### src/rtl/sci_stat_pkg.sv
package sci_stat_pkg;
    localparam int STAT_W   = 16;
    localparam int POS_OVR  = 0;
    localparam int POS_PAR  = 1;
    localparam int POS_FRM  = 2;
    localparam int POS_FULL = 5;
    localparam int POS_BUSY = 6;
    localparam int N_ERR    = 3;

    typedef enum logic { BUF_EMPTY = 1'b0, BUF_FULL = 1'b1 } buf_state_e;
    typedef enum logic { XF_IDLE = 1'b0, XF_ACTIVE = 1'b1 } xf_state_e;
endpackage

### src/rtl/sci_buf_fsm.sv
module sci_buf_fsm
    import sci_stat_pkg::*;
(
    input  logic clk,
    input  logic rst_n,
    input  logic load,
    input  logic drain,
    output logic full
);
    buf_state_e state_q, state_d;

    always_ff @(posedge clk or negedge rst_n) begin
        if (!rst_n) state_q <= BUF_EMPTY;
        else        state_q <= state_d;
    end

    always_comb begin
        state_d = state_q;
        unique case (state_q)
            BUF_EMPTY: if (load) state_d = BUF_FULL;
            BUF_FULL:  if (drain && !load) state_d = BUF_EMPTY;
            default:   state_d = BUF_EMPTY;
        endcase
    end

    always_comb full = (state_q == BUF_FULL);


    load_fills_chk: assert property (@(posedge clk) disable iff (!rst_n)
        load |=> full);

    drain_empties_chk: assert property (@(posedge clk) disable iff (!rst_n)
        (drain && !load) |=> !full);
endmodule

### src/rtl/sci_xfer_fsm.sv
module sci_xfer_fsm
    import sci_stat_pkg::*;
(
    input  logic clk,
    input  logic rst_n,
    input  logic start,
    input  logic stop,
    output logic busy
);
    xf_state_e state_q, state_d;

    always_ff @(posedge clk or negedge rst_n) begin
        if (!rst_n) state_q <= XF_IDLE;
        else        state_q <= state_d;
    end

    always_comb begin
        state_d = state_q;
        unique case (state_q)
            XF_IDLE:   if (start) state_d = XF_ACTIVE;
            XF_ACTIVE: if (stop)  state_d = XF_IDLE;
            default:   state_d = XF_IDLE;
        endcase
    end

    always_comb busy = (state_q == XF_ACTIVE);


    busy_rise_chk: assert property (@(posedge clk) disable iff (!rst_n)
        (!busy && start) |=> busy);

    busy_fall_chk: assert property (@(posedge clk) disable iff (!rst_n)
        (busy && stop) |=> !busy);
endmodule

### src/rtl/sci_err_flag.sv
module sci_err_flag #(
    parameter bit PRESENT = 1'b1
) (
    input  logic clk,
    input  logic rst_n,
    input  logic set,
    input  logic clr,
    output logic flag
);
    logic flag_q;

    always_ff @(posedge clk or negedge rst_n) begin
        if (!rst_n)   flag_q <= 1'b0;
        else if (set) flag_q <= 1'b1;
        else if (clr) flag_q <= 1'b0;
    end

    always_comb flag = PRESENT ? flag_q : 1'b0;


    set_wins_chk: assert property (@(posedge clk) disable iff (!rst_n)
        set |=> flag_q);

    w1c_clears_chk: assert property (@(posedge clk) disable iff (!rst_n)
        (clr && !set) |=> !flag_q);
endmodule

### src/rtl/sci_err_status.sv
module sci_err_status
    import sci_stat_pkg::*;
#(
    parameter bit HAS_FRAMING = 1'b1
) (
    input  logic        clk,
    input  logic        rst_n,
    input  logic        uart_mode,
    input  logic        slave_mode,
    input  logic        tx_en,
    input  logic        rx_en,
    input  logic        rx_done,
    input  logic        stop_ok,
    input  logic        parity_ok,
    input  logic        cpu_wr,
    input  logic        cpu_rd,
    input  logic        shift_load,
    input  logic        xfer_start,
    input  logic        xfer_end,
    input  logic        clr_wr,
    input  logic [2:0]  clr_mask,
    output logic [15:0] status
);
    logic             full, busy;
    logic             rx_load, buf_load, buf_drain;
    logic [N_ERR-1:0] err_set, err_clr, err_flag;

    always_comb begin
        rx_load   = rx_done && rx_en;
        buf_load  = cpu_wr || rx_load;
        buf_drain = cpu_rd || shift_load;
    end

    sci_buf_fsm u_buf (
        .clk   (clk),
        .rst_n (rst_n),
        .load  (buf_load),
        .drain (buf_drain),
        .full  (full)
    );

    sci_xfer_fsm u_xfer (
        .clk   (clk),
        .rst_n (rst_n),
        .start (xfer_start),
        .stop  (xfer_end),
        .busy  (busy)
    );

    always_comb begin
        err_set[POS_OVR] = (rx_load && full) || (cpu_wr && full) ||
                           (xfer_start && !uart_mode && slave_mode && tx_en && !full);
        err_set[POS_PAR] = rx_done && uart_mode && !parity_ok;
        err_set[POS_FRM] = rx_done && uart_mode && !stop_ok;
        err_clr          = clr_mask & {N_ERR{clr_wr}};
    end

    for (genvar i = 0; i < N_ERR; i++) begin : g_err
        localparam bit KEEP = (i == POS_FRM) ? HAS_FRAMING : 1'b1;
        sci_err_flag #(.PRESENT(KEEP)) u_flag (
            .clk   (clk),
            .rst_n (rst_n),
            .set   (err_set[i]),
            .clr   (err_clr[i]),
            .flag  (err_flag[i])
        );
    end

    always_comb begin
        status           = '0;
        status[POS_BUSY] = busy;
        status[POS_FULL] = full;
        status[POS_FRM]  = err_flag[POS_FRM];
        status[POS_PAR]  = err_flag[POS_PAR];
        status[POS_OVR]  = err_flag[POS_OVR];
    end


    spare_zero_chk: assert property (@(posedge clk) disable iff (!rst_n)
        (status[15:7] == 9'd0) && (status[4:3] == 2'd0));

    rx_overrun_chk: assert property (@(posedge clk) disable iff (!rst_n)
        (rx_done && rx_en && status[POS_FULL]) |=> status[POS_OVR]);

    wr_overrun_chk: assert property (@(posedge clk) disable iff (!rst_n)
        (cpu_wr && status[POS_FULL]) |=> (status[POS_OVR] && status[POS_FULL]));

    slave_underrun_chk: assert property (@(posedge clk) disable iff (!rst_n)
        (xfer_start && !uart_mode && slave_mode && tx_en && !status[POS_FULL])
        |=> status[POS_OVR]);

    sync_hold_chk: assert property (@(posedge clk) disable iff (!rst_n)
        (!uart_mode && !(clr_wr && clr_mask[POS_PAR])) |=> $stable(status[POS_PAR]));
endmodule

### config.mk
export PLATFORM = sky130hd
export DESIGN_NAME = sci_err_status
export DESIGN_NICKNAME = d
export VERILOG_FILES = /design/src/rtl/sci_stat_pkg.sv /design/src/rtl/sci_buf_fsm.sv /design/src/rtl/sci_xfer_fsm.sv /design/src/rtl/sci_err_flag.sv /design/src/rtl/sci_err_status.sv
export SDC_FILE = /design/constraint.sdc
export NUM_CORES = 1
export LEC_CHECK = 0
export CAP_MARGIN = 20
export CORE_AREA = 2 2 39 41
export DETAILED_ROUTE_END_ITERATION = 10
export DIE_AREA = 0 0 41 43
export DONT_BUFFER_PORTS = 1
export GPL_TIMING_DRIVEN = 0
export PLACE_DENSITY_LB_ADDON = 0.08
export SYNTH_ARGS = -nofsm -noshare
export SYNTH_HDL_FRONTEND = slang
export SYNTH_SLANG_ARGS = --single-unit
### constraint.sdc
create_clock -name clk -period 1.35 [get_ports clk]
set_input_delay 0.2025 -clock clk [delete_from_list [all_inputs] [get_ports clk]]
set_output_delay 0.2025 -clock clk [all_outputs]
set_load 0.005 [all_outputs]
==> impl_results.md <==
- Placed cell count: 64
- Yosys cell types: 12
- Tmin final: 0.9821 ns
- Kind of start point of the critical path: register
- Post-synthesis register bit count: 5
- N_diodes: 0
- Final hold slack: 0.04655 ns
- Pre-Repair DR Iteration Count: 2
- NumNets Final: 72
- Die Wd: 41 microns
- Critical Path Max Stage Delay: 0.40 ns
- Die area: 1763 sq um
- Status: finished, final reports clean
- Worst VDD drop: 0.3179 mV
- GRT busiest layer: met2
- Layout area overhead: 28.30%
- Area of placed instances: 389.1 sq um
- Met2 Usage GRT: 0.1250
- Post-CTS Resized: 0
- Vias/cell: approximately 3.6
- CP cell instances: buf_4
- Clock buffer count from CTS: 3
- Total clock sinks: 5
- Most common cell after layout, fill and taps aside: buf_4
- Period Utilization, post-route: 0.7274
- Commonest non-fill, non-tap cells in the layout: buf_4, conb_1, nand2_1
- WL final: 664 microns
- Number of global-route vias before repair: 240
- Row count: 14
- Worst-path clk slew: 0.05 ns
- I/O pins: 34
- Endpoints failing hold: 0
- Area contributors post-synth: dfrtp_1, buf_4, nand2_1
- Synthesized area: approximately 330 sq um
- CP endpoint kind: output pin
- Die H: 43 microns
- Static Leak: 0.2329 nW
- Antenna-violating nets left: 0
- Met3 Resource Use GR: 0.06283
- Final Setup Violations: 0
- Seq/Total Area, Yosys: 0.3774
- Initial core utilization: 0.2396
- Final Non-Filler Cells: 69
- Post-route setup TNS: 0 ns
- Layout cells sized above 1: 0.3774
- CORE AREA: 1384 sq um
- Clock root cell: clkbuf_4
- CTS Buffer Depth: 2
- Finished Cell Area: 425.4 sq um
- Worst Skew: about 0.000027 ns
- Buffers on Ports: 0
- Worst setup margin: roughly 0.37 ns
- Final RePlAce weighted congestion: between 0.5 and 0.6
- Via count: 249
- Slew Viols, Final: 0
- Path type of the worst setup path: register to output pin
- Unrepaired setup endpoints after global routing: false
- First-pass GRT wire length: a little over 900 microns
- CTS tree: done
- Critical path arrival: 0.78 ns
- Yosys top cell by area: dfrtp_1
- Crit path from: u_buf.full$_DFF_PN0_
- Top delay family on crit path: flip-flops
- Hold Path Origin: xfer_end
- Drt drc: 0
- GRT Resource Usage Total: 0.08258
- HPWL after DPL: approximately 600 microns
- M1 GR Usage: 0.07792
- WL per Instance: roughly 9.6 microns
- Worst path buffer plus inverter count: 1
- Warnings, synthesis: 0
- Worst Path Required: 1.15 ns
- Power Density: 1024 nW/um^2
- Avg Cell Area, Syn: 8.725 sq um
- Largest net degree at the start of global routing: 6
- Max Fclk: just over 1000 MHz
- DP Worst Slack: 0.5700 ns
- Total gr overflow: 0
- H-tree levels: 1
- Cells after synthesis: 38
- HP Class: input port to register
- DRT iter0 DRCs: 3
- Initial antenna violation count: 0
- Max Cap Viol: 0
- Slowest CP cell: dfrtp_1
- Synth top area share: 0.3774
- Clock latency on the worst-skew pair: between 0.2 and 0.25 ns
- RR Startpoint: u_buf.full$_DFF_PN0_
- Max FO, Critical Path: 4
## layer usage
layer,vias to the layer above,part of all wire
met4,0,0
met2,24,0.45
met3,0,0.20
met5,-,0
met1,99,0.35
li1,126,-
## state kept, by name, indices dropped and copies added (netlist names)
signal / cells
g_err.u_flag.flag: 3
u_buf.full: 1
u_xfer.busy: 1
## synthesized netlist by cell type, drive strengths merged
library cell / number
nor2: 2
nand4b: 1
a21o: 2
dfrtp: 5
a22oi: 1
a21oi: 1
buf: 16
conb: 1
o21ai: 3
nand2: 6
## worst register-to-register path: cells and delay by family (launching register included)
kind / cells / cell delay (ns)
AOI/OAI and AO/OA: 2 / 0.26
DFF: 1 / 0.40
## path summary, 6_finish.rpt
| check | slack (ns) | cells after the start | end |
|---|---|---|---|
| min in group asynchronous | 0.26 | 1 | u_xfer.busy$_DFF_PN0_ |
| worst max-delay path | 0.37 | 1 | status[5] |
| worst max register to register | 0.56 | 2 | g_err[0].u_flag.flag$_DFFE_PN0P_ |
| max in group asynchronous | 0.90 | 1 | g_err[0].u_flag.flag$_DFFE_PN0P_ |
| worst min register to register | 0.48 | 2 | g_err[2].u_flag.flag$_DFFE_PN0P_ |
| worst min-delay path | 0.05 | 1 | u_xfer.busy$_DFF_PN0_ |
## what timing repair did
item,4_1_cts,5_1_grt
buffers inserted,0,0
hold buffers,1,0
hold endpoints to repair,5,0
## stage by stage
| stage | power [mW] | util |
|---|---|---|
| after detailed placement | 0.2629 | 0.2812 |
| after CTS | 0.4398 | 0.3074 |
| after global placement | 0.2612 | 0.2812 |
| after floorplan | 0.2545 | - |
| after global routing | 0.4692 | 0.3074 |
| final | 0.4355 | 0.3074 |
## cell families after synthesis
family | after synthesis | share of synthesized area
other | 1 | 0.01131
buffers and inverters | 16 | 0.3623
and+or+nand+nor | 9 | 0.1170
DFF | 5 | 0.3774
AOI/OAI and AO/OA | 7 | 0.1321
## power breakdown
group          leakage, nW  internal, mW  switching, mW  total [mW]
Combinational        0.161        0.0542         0.0325      0.0867
Sequential          0.0569         0.168         0.0115       0.179
Clock               0.0150         0.112         0.0579       0.169
Total                0.233         0.334          0.102       0.436
## layout make-up
class | instances | area, sq um
plain buffers | 16 | 120.1
clock buffers | 4 | 26.28
fillers | 158 | 958.4
multi-input cells | 27 | 123.9
flip-flops and latches | 5 | 125.1
well taps | 16 | 20.02
repair buffers | 1 | 10.01
No activity file was read; power rests on OpenSTA's default activity.
